File: src/rtl/cdq_pkg.sv
package cdq_pkg;

    typedef enum logic {
        CDQ_IDLE = 1'b0,
        CDQ_LOCK = 1'b1
    } cdq_state_e;

    typedef struct packed {
        cdq_state_e state;
    } cdq_regs_t;

    function automatic int unsigned cdq_ms_to_ticks(input int unsigned ms);
        return (ms == 0) ? 1 : ms;
    endfunction

endpackage

File: src/rtl/cdq_tick_gen.sv
module cdq_tick_gen #(
    parameter int unsigned DIV = 3580
) (
    input  logic clk,
    input  logic rst_n,
    input  logic clr,
    output logic tick
);
    localparam int unsigned CW = (DIV > 2) ? $clog2(DIV) : 1;

    typedef struct packed {
        logic [CW-1:0] cnt;
    } tick_regs_t;

    tick_regs_t r_d, r_q;
    logic       wrap;

    always_comb begin
        r_d  = r_q;
        wrap = (r_q.cnt == CW'(DIV - 1));
        if (clr) begin
            r_d.cnt = '0;
        end else if (wrap) begin
            r_d.cnt = '0;
        end else begin
            r_d.cnt = r_q.cnt + 1'b1;
        end
    end

    always_ff @(posedge clk or negedge rst_n) begin
        if (!rst_n) begin
            r_q <= '0;
        end else begin
            r_q <= r_d;
        end
    end

    assign tick = wrap && !clr;

endmodule

File: src/rtl/cdq_persist_timer.sv
module cdq_persist_timer #(
    parameter int unsigned LIMIT = 10
) (
    input  logic clk,
    input  logic rst_n,
    input  logic clr,
    input  logic arm,
    input  logic tick,
    output logic done
);
    localparam int unsigned CW = (LIMIT > 1) ? $clog2(LIMIT + 1) : 1;

    typedef struct packed {
        logic [CW-1:0] cnt;
    } pt_regs_t;

    pt_regs_t r_d, r_q;
    logic     last;

    always_comb begin
        r_d  = r_q;
        last = (r_q.cnt == CW'(LIMIT - 1));
        done = 1'b0;
        if (clr || !arm) begin
            r_d.cnt = '0;
        end else if (tick) begin
            if (last) begin
                done    = 1'b1;
                r_d.cnt = '0;
            end else begin
                r_d.cnt = r_q.cnt + 1'b1;
            end
        end
    end

    always_ff @(posedge clk or negedge rst_n) begin
        if (!rst_n) begin
            r_q <= '0;
        end else begin
            r_q <= r_d;
        end
    end

endmodule

File: src/rtl/cdq_carrier_qual.sv
module cdq_carrier_qual
    import cdq_pkg::*;
#(
    parameter int unsigned CLK_HZ     = 3579545,
    parameter int unsigned TICK_HZ    = 1000,
    parameter int unsigned ASSERT_MS  = 10,
    parameter int unsigned RELEASE_MS = 8
) (
    input  logic clk,
    input  logic rst_n,
    input  logic pwdn,
    input  logic tone_ok,
    output logic carrier_n,
    output logic data_release
);
    localparam int unsigned TICK_DIV      = (CLK_HZ + TICK_HZ / 2) / TICK_HZ;
    localparam int unsigned ASSERT_TICKS  = cdq_ms_to_ticks(ASSERT_MS);
    localparam int unsigned RELEASE_TICKS = cdq_ms_to_ticks(RELEASE_MS);

    cdq_regs_t r_d, r_q;
    logic      tick;
    logic      arm_on, arm_off;
    logic      on_done, off_done;

    cdq_tick_gen #(.DIV(TICK_DIV)) u_tick (
        .clk   (clk),
        .rst_n (rst_n),
        .clr   (pwdn),
        .tick  (tick)
    );

    assign arm_on  = (r_q.state == CDQ_IDLE) &&  tone_ok;
    assign arm_off = (r_q.state == CDQ_LOCK) && !tone_ok;

    cdq_persist_timer #(.LIMIT(ASSERT_TICKS)) u_on_timer (
        .clk   (clk),
        .rst_n (rst_n),
        .clr   (pwdn),
        .arm   (arm_on),
        .tick  (tick),
        .done  (on_done)
    );

    cdq_persist_timer #(.LIMIT(RELEASE_TICKS)) u_off_timer (
        .clk   (clk),
        .rst_n (rst_n),
        .clr   (pwdn),
        .arm   (arm_off),
        .tick  (tick),
        .done  (off_done)
    );

    always_comb begin
        r_d = r_q;
        if (pwdn) begin
            r_d.state = CDQ_IDLE;
        end else begin
            unique case (r_q.state)
                CDQ_IDLE: if (on_done)  r_d.state = CDQ_LOCK;
                CDQ_LOCK: if (off_done) r_d.state = CDQ_IDLE;
                default:                r_d.state = CDQ_IDLE;
            endcase
        end
    end

    always_ff @(posedge clk or negedge rst_n) begin
        if (!rst_n) begin
            r_q.state <= CDQ_IDLE;
        end else begin
            r_q <= r_d;
        end
    end

    assign carrier_n    = (r_q.state != CDQ_LOCK);
    assign data_release = (r_q.state == CDQ_LOCK);

endmodule

File: config.mk
export PLATFORM = sky130hd
export DESIGN_NAME = cdq_carrier_qual
export DESIGN_NICKNAME = d
export VERILOG_FILES = /design/src/rtl/cdq_pkg.sv /design/src/rtl/cdq_tick_gen.sv /design/src/rtl/cdq_persist_timer.sv /design/src/rtl/cdq_carrier_qual.sv
export SDC_FILE = /design/constraint.sdc
export NUM_CORES = 1
export LEC_CHECK = 0
export BUFFER_PORTS_ARGS = -buffer_cell sky130_fd_sc_hd__buf_2
export CAP_MARGIN = 20
export CORE_MARGIN = 2
export CORE_UTILIZATION = 55
export CTS_CLUSTER_DIAMETER = 120
export DETAILED_ROUTE_END_ITERATION = 7
export GPL_ROUTABILITY_DRIVEN = 1
export GPL_TIMING_DRIVEN = 0
export PLACE_DENSITY = 0.71
export RECOVER_POWER = 25
export SLEW_MARGIN = 10
export SYNTH_ARGS = -nofsm -noshare
export SYNTH_HDL_FRONTEND = slang
export SYNTH_SLANG_ARGS = --single-unit
File: constraint.sdc
create_clock -name clk -period 2.3 [get_ports clk]
set_clock_uncertainty 0.2 [all_clocks]
set_input_delay 0.23 -clock clk [delete_from_list [all_inputs] [get_ports clk]]
set_output_delay 0.23 -clock clk [all_outputs]
set_load 0.01 [all_outputs]
=== Word-level counts from Yosys, hierarchy flattened ===
Cells that the tools add are included.

* Register bits: 21
* Bits of input ports: 4
* Output and inout bits: 2
* Logic and storage cells: 40

* Add/sub/neg operators: 3
* Eq/ne operators: 3
* Mux-type cells: 18
* Bitwise logic cells: 1
* Reductions and logical operators: 11

{| class="wikitable"
|+ Operators with widths
! cell !! count
|-
| 2-to-1 mux 12 bit || 2
|-
| 2-to-1 mux 4 bit || 6
|-
| adder 12 x 1 -> 12 bit (second input constant) || 1
|-
| == test 12 bit (second input constant) || 1
|-
| 2-to-1 mux 1 bit || 9
|-
| adder 4 x 1 -> 4 bit (second input constant) || 2
|-
| == test 4 x 3 -> 1 bit (second input constant) || 1
|-
| == test 4 bit (second input constant) || 1
|-
| logical NOT 1 bit || 4
|-
| nonzero test 2 bit || 2
|-
| logical AND 1 bit || 3
|-
| logical OR 1 bit || 2
|-
| case mux 1 bit (2 select lines) || 1
|-
| NOT 1 bit || 1
|}

=== Logic depth before layout (Yosys ltp) ===
Gate-level depths: netlist of run 1.

* Depth in word-level cells: 8
* Mapped depth: 6
* Mapped depth without buffers: 6

=== By module ===
A second synthesis of run 1 with hierarchy kept.

* Cells, all modules: 114
* Area, all modules: 1152.4 um2

{| class="wikitable"
|+ Modules (own cells, without submodules)
! module !! times used !! cells an instance !! area an instance (um2) !! seq. area each (um2)
|-
| cdq_tick_gen || 1 || 59 || 609.3 || 300.3
|-
| cdq_persist_timer (u_on_timer) || 1 || 27 || 249.0 || 100.1
|-
| cdq_persist_timer (u_off_timer) || 1 || 21 || 231.5 || 100.1
|-
| cdq_carrier_qual || 1 || 7 || 62.6 || 25.0
|}

=== Least setup slack after synthesis of run 1 ===
No wires, ideal clock.

* Path type: reg-to-reg
* Start point: register u_tick.r_q[0] (netlist bit)
* End point: register u_off_timer.r_q[3] (netlist bit)
* Setup time: 78 ps
* Arrival: 1582 ps
* Data required time: 2022 ps
* Slack: 440 ps
* Stages on the path, launching flop included: 6
* Buffers on the path: 0
* Period minus slack after synthesis: 1860 ps
* Cell sequence: dfrtp_1 ha_1 and4b_2 nand4b_2 or4b_1 a21oi_1

* Word-level cells in the longest chain between the ends: 3

{| class="wikitable"
|+ Ends and longest elaborated chain
! item !! line !! text
|-
| from (decl) || cdq_tick_gen.sv:15 || <nowiki>tick_regs_t r_d, r_q;</nowiki>
|-
| from (signal assigned) || cdq_tick_gen.sv:34 || <nowiki>r_q <= r_d;</nowiki>
|-
| == test 12 bit || cdq_tick_gen.sv:20 || <nowiki>wrap = (r_q.cnt == CW'(DIV - 1));</nowiki>
|-
| logical AND 1 bit || cdq_tick_gen.sv:38 || <nowiki>assign tick = wrap && !clr;</nowiki>
|-
| nonzero test 2 bit (no source line) || n/a ||
|-
| to (signal assigned) || cdq_persist_timer.sv:40 || <nowiki>r_q <= r_d;</nowiki>
|-
| to (decl) || cdq_persist_timer.sv:17 || <nowiki>pt_regs_t r_d, r_q;</nowiki>
|}

No other way between the ends.
A chain may end at the register's enable or synchronous reset.

=== Final worst setup path of run 1 ===
* Start point: register u_tick.r_q[0] (netlist bit)
* End point: register u_off_timer.r_q[2] (netlist bit)

Same word-level chain as after synthesis.

==> flow_results.xml, run 1 <==
<?xml version="1.0" encoding="UTF-8"?>
<metrics>
  <group name="layout">
    <metric name="final_layout_size_suffix_gt1_share" unit="%">10.57</metric>
    <metric name="final_common_cell" unit="">dfrtp_1</metric>
    <metric name="flow.area_growth_from_synthesis" unit="%">8.191</metric>
    <metric name="final_std_cells_w_o_fill" unit="">150</metric>
    <metric name="final_cell_mix" unit="">dfrtp_1, nand2_1, a21oi_1</metric>
    <metric name="final_net_count" unit="">132</metric>
    <metric name="antenna_cells" unit="">0</metric>
  </group>
  <group name="critical_path">
    <metric name="crit_fanout" unit="">10</metric>
    <metric name="criticalPathCategory" unit="">flop to flop</metric>
    <metric name="worst_ep_required_time" unit="ns">2.33</metric>
    <metric name="cp_data_arrival_time" unit="ns">2.11</metric>
    <metric name="timing.critical_path.from_type" unit="">flop</metric>
    <metric name="critPathCaptureType" unit="">flop</metric>
  </group>
  <group name="detailed_routing">
    <metric name="dr_wl_met2" unit="um">994</metric>
    <metric name="detailedRoute.firstPassIterationCount" unit="">4</metric>
    <metric name="routed-via-count" unit="">861</metric>
    <metric name="top_layer" unit="">met4</metric>
    <metric name="dr_wl_met3" unit="um">48</metric>
    <metric name="detail_route.wl_per_cell" unit="um">13.84</metric>
    <metric name="m1WireLength" unit="um">1015</metric>
    <metric name="detail_route.wirelength" unit="um">2076</metric>
    <metric name="first_iter_violations" unit="">17</metric>
    <metric name="via_per_inst" unit="">5.740</metric>
    <metric name="drtAntennaViolNets" unit="">0</metric>
    <metric name="drc_errors" unit="">0</metric>
  </group>
  <group name="pwr">
    <metric name="power_density_of_the_placed_cells" unit="nW/um^2">491.9</metric>
    <metric name="power.switching" unit="W">0.0001364</metric>
    <metric name="switching_share" unit="%">23.29</metric>
    <metric name="power.sequential.fraction" unit="%">65.1</metric>
    <metric name="clock_power_share" unit="%">30.2</metric>
    <metric name="comb_power_share" unit="%">4.7</metric>
    <metric name="max-vdd-ir-drop" unit="mV">0.3719</metric>
    <metric name="p_int" unit="W">0.0004490</metric>
    <metric name="power_leakage" unit="nW">0.4779</metric>
  </group>
  <group name="placed_design">
    <metric name="global_placer_s_final_weighted_congestion" unit="">0.8036</metric>
    <metric name="number_of_buffers_inserted_by_port_buffering" unit="">4</metric>
    <metric name="dp_hpwl" unit="um">1455</metric>
    <metric name="dpl.cell_count" unit="">145</metric>
  </group>
  <group name="min_path">
    <metric name="worstHoldPathType" unit="">input pin to flop</metric>
  </group>
  <group name="clocking">
    <metric name="post-cts-setup-buffer-count" unit="">0</metric>
    <metric name="cts_max_level" unit="">1</metric>
    <metric name="cts_hold_repair.buffers" unit="">1</metric>
    <metric name="cts_buffers" unit="">3</metric>
    <metric name="tritoncts" unit="">done</metric>
    <metric name="cts_num_sinks" unit="">21</metric>
    <metric name="postCtsResizedCells" unit="">0</metric>
    <metric name="clkLatencyLatePin" unit="ns">0.30</metric>
    <metric name="cts.clk_slew.worst_paths" unit="ns">0.12</metric>
    <metric name="cts_max_path_buffers" unit="">2</metric>
    <metric name="ctsRootBufferMaster" unit="">clkbuf_4</metric>
  </group>
  <group name="sta">
    <metric name="timing.max_slew.rel_slack" unit="%">24.60</metric>
    <metric name="timing.hold.ws" unit="ns">0.01454</metric>
    <metric name="setup-violations-final" unit="">0</metric>
    <metric name="worst-slew-pin-transition" unit="ns">1.131</metric>
    <metric name="timing_hold_violations_final" unit="">0</metric>
    <metric name="rsz_0062_raised_after_global_routing" unit="">false</metric>
    <metric name="max_freq" unit="MHz">480.8</metric>
    <metric name="period_needed" unit="ns">2.080</metric>
    <metric name="tns" unit="ns">0</metric>
    <metric name="final_min_period_over_clock_period" unit="%">90.42</metric>
    <metric name="timing_max_transition_violations_final" unit="">0</metric>
  </group>
  <group name="global_routing">
    <metric name="globalRouteOverflowTotal" unit="">0</metric>
    <metric name="grt_use_total" unit="%">19.75</metric>
    <metric name="initial_antenna_violation_count" unit="">0</metric>
    <metric name="first_global_vias" unit="">848</metric>
    <metric name="global_route_wire_length_before_repair" unit="um">3712</metric>
    <metric name="pin_count_of_the_biggest_net_entering_global_routing" unit="">22</metric>
  </group>
  <group name="floorplanning">
    <metric name="die_h" unit="um">48.72</metric>
    <metric name="die_w" unit="um">48.72</metric>
    <metric name="placementRows" unit="">16</metric>
    <metric name="fp.coreArea" unit="um^2">1922</metric>
    <metric name="floorplan.initialDensity" unit="%">57.23</metric>
    <metric name="design.die.area" unit="um^2">2373</metric>
    <metric name="design.portCount" unit="">6</metric>
  </group>
  <group name="run_status">
    <metric name="run_status" unit="">complete, no violations</metric>
  </group>
  <group name="yosys">
    <metric name="syn_area" unit="um^2">1100</metric>
    <metric name="synth_edf_count" unit="">0</metric>
    <metric name="syn_inst" unit="">114</metric>
    <metric name="synth-seq-cells" unit="">21</metric>
    <metric name="mappedNetlistNets" unit="">122</metric>
    <metric name="yosys.cell_types.count" unit="">30</metric>
    <metric name="postSynth.asyncResetShare" unit="%">100.0</metric>
    <metric name="synth_ff_type" unit="">dfrtp_1</metric>
    <metric name="synthesis.yosys.warnings" unit="">0</metric>
    <metric name="synth_seq_area_share" unit="%">47.78</metric>
    <metric name="avgSynthCellArea" unit="um^2">9.647</metric>
  </group>
  <group name="job">
    <metric name="max_cap_violations" unit="">0</metric>
  </group>
</metrics>
[final timing paths]
path | start | end | slack (ns) | cells after the start
min in group asynchronous | rst_n | u_tick.r_q[11] | 0.46 | 2
max in group asynchronous | rst_n | u_on_timer.r_q[0] | 0.76 | 2
max | u_tick.r_q[0] | u_off_timer.r_q[2] | 0.22 | 6
max reg2reg | u_tick.r_q[0] | u_off_timer.r_q[2] | 0.22 | 6
min reg2reg | u_tick.r_q[0] | u_tick.r_q[0] | 0.30 | 1
min | tone_ok | data_release | 0.01 | 3
[metrics by stage]
| step | instance area [um^2] | util [%] | power (W) | setup slack, ns |
|---|---|---|---|---|
| 2_1_floorplan | 1100 | - | 0.0004010 | 0.4400 |
| 3_3_place_gp | 1154 | 60.03 | 0.0004142 | 0.3070 |
| 3_5_place_dp | 1154 | 60.03 | 0.0004151 | 0.2658 |
| 4_1_cts | 1191 | 61.98 | 0.0005930 | 0.2196 |
| 5_1_grt | 1190 | 61.91 | 0.0006156 | 0.08385 |
| 6_report | 1190 | 61.91 | 0.0005853 | 0.2202 |
[power by group through the flow]
stage	logic, W	registers, W	clock network [W]
after global routing	0.0000324	0.000382	0.000201
final	0.0000276	0.000381	0.000177
after detailed placement	0.0000271	0.000388	0
after floorplan	0.0000144	0.000387	0
after CTS	0.0000286	0.000381	0.000184
after global placement	0.0000267	0.000387	0
[final cells by class]
type | instances | area (um^2)
fillers | 181 | 732.0
multi-input cells | 85 | 543.0
repair buffers | 5 | 28.78
clock buffers | 3 | 22.52
clock inverters | 1 | 5.005
inverters | 6 | 22.52
well taps | 27 | 33.78
plain buffers | 2 | 8.758
flip-flops and latches | 21 | 525.5
[registers in the layout, summed over array words and instances (netlist names)]
name	flops
u_on_timer.r_q	4
u_tick.r_q	12
u_off_timer.r_q	4
data_release	1
[cell usage after synthesis (all sizes together) (2+ instances only)]
master | number | area share, %
buf | 2 | 0.80
xnor2 | 3 | 2.4
xor2 | 3 | 2.4
inv | 6 | 2.0
nand4 | 2 | 1.1
dfrtp | 21 | 48
a31oi | 3 | 1.7
a21oi | 11 | 5.0
ha | 4 | 4.6
nand2b | 2 | 1.1
nor3 | 2 | 0.91
nand2 | 11 | 3.8
o21ai | 5 | 2.3
nand3 | 7 | 3.2
nor2 | 10 | 3.4
or3 | 6 | 3.4
or4 | 2 | 1.4
nand3b | 3 | 2.0
[kinds of logic (layout without fill, tap and decap cells)]
| family | after synthesis | in the layout | synth area share (%) |
|---|---|---|---|
| xor gates and xnor gates | 6 | 6 | 4.779 |
| DFF | 21 | 21 | 47.78 |
| AOI/OAI and AO/OA | 23 | 23 | 12.06 |
| adders and majority gates | 4 | 4 | 4.551 |
| and+or+nand+nor | 52 | 52 | 27.99 |
| buffers and inverters | 8 | 17 | 2.843 |
[layer usage]
| layer | up-vias | GRT usage (%) |
|---|---|---|
| met4 | 0 | 8.095 |
| met3 | 2 | 3.395 |
| met1 | 425 | 27.96 |
| met2 | 10 | 30.14 |
| li1 | 424 | - |
| met5 | - | 0 |
[worst max-delay path, cell delays in order (launching register included)]
cell and delay, ns:
dfrtp_1 0.41, ha_1 0.22, and4b_2 0.30, nand4b_2 0.19, buf_2 0.23, or3_1 0.32, a21oi_1 0.14
No activity file was read; power rests on OpenSTA's default activity.
==> run 2: changes to the inputs <==
- SYNTH_HIERARCHICAL: default -> 1
==> flow_results.xml, run 2 <==
<?xml version="1.0" encoding="UTF-8"?>
<metrics>
  <group name="run_status">
    <metric name="run_status" unit="">complete, no violations</metric>
  </group>
  <group name="detailed_routing">
    <metric name="drc_errors" unit="">0</metric>
    <metric name="first_iter_violations" unit="">10</metric>
    <metric name="detail_route.wl_per_cell" unit="um">13.63</metric>
    <metric name="detail_route.wirelength" unit="um">2167</metric>
    <metric name="routed-via-count" unit="">909</metric>
    <metric name="via_per_inst" unit="">5.717</metric>
    <metric name="detailedRoute.firstPassIterationCount" unit="">4</metric>
    <metric name="drtAntennaViolNets" unit="">0</metric>
  </group>
  <group name="floorplanning">
    <metric name="placementRows" unit="">16</metric>
    <metric name="die_h" unit="um">49.78</metric>
    <metric name="die_w" unit="um">49.78</metric>
    <metric name="design.portCount" unit="">6</metric>
    <metric name="floorplan.initialDensity" unit="%">58.74</metric>
    <metric name="design.die.area" unit="um^2">2478</metric>
    <metric name="fp.coreArea" unit="um^2">1962</metric>
  </group>
  <group name="critical_path">
    <metric name="timing.critical_path.from_type" unit="">flop</metric>
    <metric name="critPathCaptureType" unit="">flop</metric>
    <metric name="critical-path-max-stage-delay" unit="ns">0.57</metric>
    <metric name="critical_path_cell_list" unit="">nand3_1 &gt; or4_4 &gt; nor2_4 &gt; nand2_1 &gt; or3b_1 &gt; a21oi_2</metric>
    <metric name="criticalPathCategory" unit="">flop to flop</metric>
    <metric name="cp_data_arrival_time" unit="ns">2.24</metric>
    <metric name="crit_fanout" unit="">7</metric>
    <metric name="worst_ep_required_time" unit="ns">2.34</metric>
    <metric name="critPathSlowestCell" unit="">or4_4</metric>
  </group>
  <group name="yosys">
    <metric name="post_synth_most_frequent_cells" unit="">dfrtp_1, a21oi_1, nor2_1</metric>
    <metric name="mappedNetlistNets" unit="">122</metric>
    <metric name="synth_largest_type_area_fraction" unit="%">45.60</metric>
    <metric name="muxShareOfSynthArea" unit="%">1.737</metric>
    <metric name="avgSynthCellArea" unit="um^2">10.11</metric>
    <metric name="postSynth.asyncResetShare" unit="%">100.0</metric>
    <metric name="fraction_of_synthesized_cell_area_in_xor_and_xnor_cells" unit="%">3.040</metric>
    <metric name="synth_fa_ha_area_share" unit="%">4.343</metric>
    <metric name="syn_inst" unit="">114</metric>
    <metric name="synth_edf_count" unit="">0</metric>
    <metric name="synth_simple_gate_area_share" unit="%">28.77</metric>
    <metric name="synthMostInstantiatedCell" unit="">dfrtp_1</metric>
    <metric name="synth_top_family_by_area" unit="">simple AND/OR/NAND/NOR gates</metric>
    <metric name="synthesis.yosys.warnings" unit="">6</metric>
    <metric name="synth_compound_gate_area_share" unit="%">14.12</metric>
    <metric name="yosys.cell_types.count" unit="">35</metric>
    <metric name="synthTopCellsByArea" unit="">dfrtp_1, a21oi_1, ha_1, o21ai_0, nand3b_1</metric>
    <metric name="synth.largest_area_cell" unit="">dfrtp_1</metric>
    <metric name="synth_seq_area_share" unit="%">45.60</metric>
    <metric name="syn_area" unit="um^2">1152</metric>
    <metric name="synth-seq-cells" unit="">21</metric>
    <metric name="synth_ff_type" unit="">dfrtp_1</metric>
  </group>
  <group name="clocking">
    <metric name="cts.clk_slew.worst_paths" unit="ns">0.12</metric>
    <metric name="tritoncts" unit="">done</metric>
    <metric name="ctsRootBufferMaster" unit="">clkbuf_4</metric>
    <metric name="cts_max_level" unit="">1</metric>
    <metric name="cts_max_path_buffers" unit="">2</metric>
    <metric name="cts_num_sinks" unit="">21</metric>
    <metric name="cts_buffers" unit="">3</metric>
    <metric name="clkLatencyLatePin" unit="ns">0.30</metric>
  </group>
  <group name="placed_design">
    <metric name="dp_hpwl" unit="um">1418</metric>
    <metric name="number_of_buffers_inserted_by_port_buffering" unit="">5</metric>
    <metric name="global_placer_s_final_weighted_congestion" unit="">0.7754</metric>
    <metric name="post_dp_cell_area" unit="um^2">1215</metric>
    <metric name="placement.setup.worst_slack" unit="ns">-0.2295</metric>
  </group>
  <group name="min_path">
    <metric name="worstHoldPathType" unit="">input pin to flop</metric>
  </group>
  <group name="layout">
    <metric name="filler_cell_count" unit="">167</metric>
    <metric name="antenna_cells" unit="">0</metric>
    <metric name="largest_register_ffs" unit="">12</metric>
    <metric name="final_common_cell" unit="">dfrtp_1</metric>
    <metric name="final_cell_mix" unit="">dfrtp_1, a21oi_1, nor2_1, nand2_1, buf_4</metric>
    <metric name="flow.area_growth_from_synthesis" unit="%">17.37</metric>
    <metric name="final_layout_size_suffix_gt1_share" unit="%">24.24</metric>
    <metric name="largest_register" unit="">u_tick/r_q</metric>
    <metric name="final_net_count" unit="">141</metric>
    <metric name="area_of_the_multi_input_gates" unit="um^2">630.6</metric>
    <metric name="top_registers" unit="">u_tick/r_q x12, u_off_timer/r_q x4, u_on_timer/r_q x4</metric>
    <metric name="postLayoutCellArea" unit="um^2">1353</metric>
    <metric name="sequential_cell_area" unit="um^2">525.5</metric>
  </group>
  <group name="sta">
    <metric name="max_freq" unit="MHz">453.2</metric>
    <metric name="setup-violations-final" unit="">0</metric>
    <metric name="worst-slew-pin-transition" unit="ns">1.094</metric>
    <metric name="period_needed" unit="ns">2.207</metric>
    <metric name="timing_hold_violations_final" unit="">0</metric>
    <metric name="timing_max_transition_violations_final" unit="">0</metric>
    <metric name="tns" unit="ns">0</metric>
    <metric name="final_min_period_over_clock_period" unit="%">95.94</metric>
    <metric name="timing.max_slew.rel_slack" unit="%">27.08</metric>
    <metric name="final.setup.worst_slack" unit="ns">0.09336</metric>
  </group>
  <group name="pwr">
    <metric name="max-vdd-ir-drop" unit="mV">0.2949</metric>
    <metric name="power_leakage" unit="nW">0.5341</metric>
    <metric name="power_density_of_the_placed_cells" unit="nW/um^2">441.9</metric>
  </group>
  <group name="job">
    <metric name="max_cap_violations" unit="">0</metric>
  </group>
  <group name="global_routing">
    <metric name="pin_count_of_the_biggest_net_entering_global_routing" unit="">22</metric>
    <metric name="global_route_wire_length_before_repair" unit="um">3808</metric>
    <metric name="first_global_vias" unit="">883</metric>
    <metric name="initial_antenna_violation_count" unit="">0</metric>
    <metric name="globalRouteOverflowTotal" unit="">0</metric>
    <metric name="grt_use_total" unit="%">19.92</metric>
  </group>
</metrics>
-- run 2: cell count changes after synthesis, moves of 3 or more --
cell and change:
nand2_1 -4, nand3_1 -4, a21oi_2 +3, a31oi_1 -3
-- run 2: worst paths after layout --
kind	startpoint	to	slack, ns	depth (start not counted)
worst max register to register	u_tick/r_q[7]	u_on_timer/r_q[2]	0.09	6
worst min register to register	u_tick/r_q[11]	u_tick/r_q[11]	0.36	2
min in group asynchronous	rst_n	u_tick/r_q[9]	0.44	2
max in group asynchronous	rst_n	u_on_timer/r_q[1]	0.80	2
worst max-delay path	u_tick/r_q[7]	u_on_timer/r_q[2]	0.09	6
worst min-delay path	tone_ok	u_off_timer/r_q[3]	0.03	4
-- run 2: worst max-delay path, delay by kind of cell (launching register included) --
family	cells	cell delay, ns
flip-flops	1	0.47
AND/OR/NAND/NOR	5	1.35
AO/OA/AOI/OAI	1	0.12
-- run 2: cell families (layout without fill, tap and decap cells) --
kind of cell / count (synthesis) / count (layout)
AOI/OAI and AO/OA: 25 / 25
xor gates and xnor gates: 4 / 4
adders and majority gates: 4 / 4
buffers and inverters: 7 / 25
DFF: 21 / 21
muxes: 2 / 2
and+or+nand+nor: 51 / 51
-- run 2: final cells by class --
cell class | count | area share (%)
Clock inverter | 1 | 0.3700
Inverter | 5 | 1.388
Clock buffer | 3 | 1.665
Sequential cell | 21 | 38.85
Buffer | 2 | 1.480
Timing Repair Buffer | 14 | 7.123
Tap cell | 27 | 2.498
Multi-Input combinational cell | 86 | 46.62
-- run 2: where the power goes --
group	internal, W	leakage (nW)	switching (W)	total [W]
sequential	0.000373	0.291	0.00000582	0.000379
clock	0.0000648	0.0177	0.000114	0.000179
combinational	0.0000183	0.225	0.0000217	0.0000400
total	0.000456	0.534	0.000141	0.000598
-- run 2: per-layer routing --
metal	part of all wire, %	GRT usage (%)	vias to the layer above
li1	-	-	456
met1	46	24.02	445
met2	51	34.67	6
met3	1.8	3.636	2
met4	0.69	8.333	0
met5	0	0	-
-- run 2: metrics by stage --
| stage | std cells | power (W) | hold WS, ns | util (%) |
|---|---|---|---|---|
| after detailed placement | 146 | 0.0004135 | 0.01123 | 61.93 |
| after floorplan | 114 | 0.0003984 | -0.2656 | - |
| after CTS | 155 | 0.0006033 | 0.01436 | 67.03 |
| final | 159 | 0.0005978 | 0.03103 | 68.94 |
| after global placement | 146 | 0.0004126 | 0.01054 | 61.93 |
| after global routing | 159 | 0.0006219 | 0.05298 | 68.94 |
-- run 2: timing repair --
item	4_1_cts	5_1_grt
buffers inserted	3	4
hold buffers	2	0
hold endpoints to repair	22	0
cloned	0	0
pin swaps	3	1
resized for setup	6	2
setup endpoints to repair	7	2
==> run 3: changes to the inputs <==
- clock period: 2.3 -> 2.7 ns (I/O delays scaled with it)
==> flow_results.xml, run 3 (synthesis gave the netlist of run 2 again) <==
<?xml version="1.0" encoding="UTF-8"?>
<metrics>
  <group name="layout">
    <metric name="final_layout_size_suffix_gt1_share" unit="%">17.60</metric>
    <metric name="final_common_cell" unit="">dfrtp_1</metric>
    <metric name="final_std_cells_w_o_fill" unit="">152</metric>
    <metric name="antenna_cells" unit="">0</metric>
    <metric name="final_net_count" unit="">134</metric>
    <metric name="filler_cell_count" unit="">173</metric>
    <metric name="top_registers" unit="">u_tick/r_q x12, u_off_timer/r_q x4, u_on_timer/r_q x4</metric>
    <metric name="largest_register_ffs" unit="">12</metric>
    <metric name="flow.area_growth_from_synthesis" unit="%">9.772</metric>
    <metric name="sequential_cell_area" unit="um^2">525.5</metric>
    <metric name="final_cell_mix" unit="">dfrtp_1, a21oi_1, nor2_1, nand2_1, o21ai_0</metric>
    <metric name="postLayoutCellArea" unit="um^2">1265</metric>
    <metric name="largest_register" unit="">u_tick/r_q</metric>
    <metric name="area_of_the_multi_input_gates" unit="um^2">606.8</metric>
  </group>
  <group name="global_routing">
    <metric name="first_global_vias" unit="">849</metric>
    <metric name="pin_count_of_the_biggest_net_entering_global_routing" unit="">22</metric>
    <metric name="grt_use_total" unit="%">19.75</metric>
    <metric name="initial_antenna_violation_count" unit="">0</metric>
    <metric name="met1_usage" unit="%">25.55</metric>
    <metric name="gr-usage-met3" unit="%">2.727</metric>
    <metric name="global_route_wire_length_before_repair" unit="um">3767</metric>
    <metric name="grt-busiest-layer" unit="">met2</metric>
    <metric name="gr-usage-met2" unit="%">33.11</metric>
    <metric name="globalRouteOverflowTotal" unit="">0</metric>
  </group>
  <group name="sta">
    <metric name="period_needed" unit="ns">2.483</metric>
    <metric name="max_freq" unit="MHz">402.7</metric>
    <metric name="rsz_0062_raised_after_global_routing" unit="">false</metric>
    <metric name="final_min_period_over_clock_period" unit="%">91.98</metric>
    <metric name="timing.max_slew.rel_slack" unit="%">22.72</metric>
    <metric name="worst-slew-pin-transition" unit="ns">1.159</metric>
    <metric name="timing.hold.ws" unit="ns">0.08297</metric>
    <metric name="tns" unit="ns">0</metric>
    <metric name="setup-violations-final" unit="">0</metric>
    <metric name="timing_max_transition_violations_final" unit="">0</metric>
    <metric name="timing_hold_violations_final" unit="">0</metric>
  </group>
  <group name="floorplanning">
    <metric name="design.portCount" unit="">6</metric>
    <metric name="die_w" unit="um">49.78</metric>
    <metric name="placementRows" unit="">16</metric>
    <metric name="floorplan.initialDensity" unit="%">58.74</metric>
    <metric name="die_h" unit="um">49.78</metric>
    <metric name="fp.coreArea" unit="um^2">1962</metric>
    <metric name="design.die.area" unit="um^2">2478</metric>
  </group>
  <group name="critical_path">
    <metric name="cp_data_arrival_time" unit="ns">2.48</metric>
    <metric name="criticalPathCategory" unit="">flop to flop</metric>
    <metric name="critical-path-top-cell-by-count" unit="">nand4b_1</metric>
    <metric name="worst_ep_required_time" unit="ns">2.70</metric>
    <metric name="critPathCaptureType" unit="">flop</metric>
    <metric name="critical_path_cell_list" unit="">ha_1 &gt; nand4b_1 &gt; or4_1 &gt; nor2_4 &gt; clkbuf_2 &gt; nand4b_1 &gt; nor2_1 &gt; nand2b_1 &gt; a21oi_2</metric>
    <metric name="critical-path-max-stage-delay" unit="ns">0.60</metric>
    <metric name="timing.critical_path.from_type" unit="">flop</metric>
    <metric name="critPathSlowestCell" unit="">or4_1</metric>
    <metric name="crit_fanout" unit="">7</metric>
  </group>
  <group name="job">
    <metric name="max_cap_violations" unit="">0</metric>
  </group>
  <group name="run_status">
    <metric name="run_status" unit="">complete, no violations</metric>
  </group>
  <group name="detailed_routing">
    <metric name="via_per_inst" unit="">5.763</metric>
    <metric name="drtAntennaViolNets" unit="">0</metric>
    <metric name="detail_route.wirelength" unit="um">2074</metric>
    <metric name="routed-via-count" unit="">876</metric>
    <metric name="detail_route.wl_per_cell" unit="um">13.64</metric>
    <metric name="first_iter_violations" unit="">15</metric>
    <metric name="drc_errors" unit="">0</metric>
    <metric name="detailedRoute.firstPassIterationCount" unit="">4</metric>
  </group>
  <group name="placed_design">
    <metric name="post_dp_cell_area" unit="um^2">1211</metric>
    <metric name="number_of_buffers_inserted_by_port_buffering" unit="">5</metric>
    <metric name="dpl.cell_count" unit="">146</metric>
    <metric name="dp_hpwl" unit="um">1441</metric>
    <metric name="global_placer_s_final_weighted_congestion" unit="">0.7285</metric>
  </group>
  <group name="pwr">
    <metric name="post-layout-total-power" unit="W">0.0004997</metric>
    <metric name="power_leakage" unit="nW">0.4910</metric>
    <metric name="max-vdd-ir-drop" unit="mV">0.2851</metric>
    <metric name="power_density_of_the_placed_cells" unit="nW/um^2">395.0</metric>
  </group>
  <group name="min_path">
    <metric name="worstHoldPathType" unit="">input pin to flop</metric>
  </group>
  <group name="clocking">
    <metric name="cts_buffers" unit="">3</metric>
    <metric name="ctsRootBufferMaster" unit="">clkbuf_4</metric>
    <metric name="clkLatencyLatePin" unit="ns">0.30</metric>
    <metric name="cts_max_path_buffers" unit="">2</metric>
    <metric name="post-cts-setup-buffer-count" unit="">0</metric>
    <metric name="cts_num_sinks" unit="">21</metric>
    <metric name="cts.clk_slew.worst_paths" unit="ns">0.12</metric>
    <metric name="tritoncts" unit="">done</metric>
    <metric name="cts_max_level" unit="">1</metric>
  </group>
</metrics>
## run 3: critical path, delay by kind of cell, from the launching register on
| kind | cells | cell delay [ns] |
|---|---|---|
| adders and majority gates | 1 | 0.24 |
| AOI/OAI and AO/OA | 1 | 0.05 |
| and+or+nand+nor | 6 | 1.24 |
| DFF | 1 | 0.43 |
| buffers and inverters | 1 | 0.21 |
## run 3: final timing paths
kind                                from            endpoint  slack (ns)  cells after the start
setup / recovery           u_tick/r_q[0]        data_release        0.22                      9
hold / removal                   tone_ok  u_off_timer/r_q[3]        0.08                      4
setup reg to reg           u_tick/r_q[0]        data_release        0.22                      9
hold reg to reg            u_tick/r_q[0]       u_tick/r_q[0]        0.32                      1
max in group asynchronous          rst_n       u_tick/r_q[9]        1.11                      2
min in group asynchronous          rst_n       u_tick/r_q[0]        0.51                      2
## run 3: power by group
part / internal [W] / switching [W]
clock network: 0.0000575 / 0.0000939
registers: 0.000318 / 0.00000511
logic: 0.00000926 / 0.0000158
## run 3: area by class of cell
cell class,count,share of cell area (%)
Buffer,2,0.7913
Clock buffer,4,2.077
Inverter,5,1.484
Multi-Input combinational cell,86,47.97
Sequential cell,21,41.54
Tap cell,27,2.671
Timing Repair Buffer,7,3.462
## run 3: through the flow
stage                     utilization (%)  worst slack [ns]
after floorplan                         -            0.2828
after global placement              61.73           0.05960
after detailed placement            61.73          0.004575
after CTS                           64.22           0.07685
after global routing                64.48           0.06644
final                               64.48            0.2166
## run 3: what timing repair did
action / CTS / global route
hold endpoints to repair: 22 / 0
resized for setup: 1 / 3
setup endpoints to repair: 1 / 2
hold buffers: 2 / 0
## run 3: metal layers
metal  routed length [um]  up-vias
met5                    0        -
met4                   34        0
met3                   32        4
met1                 1028      425
li1                     -      441
met2                  979        6
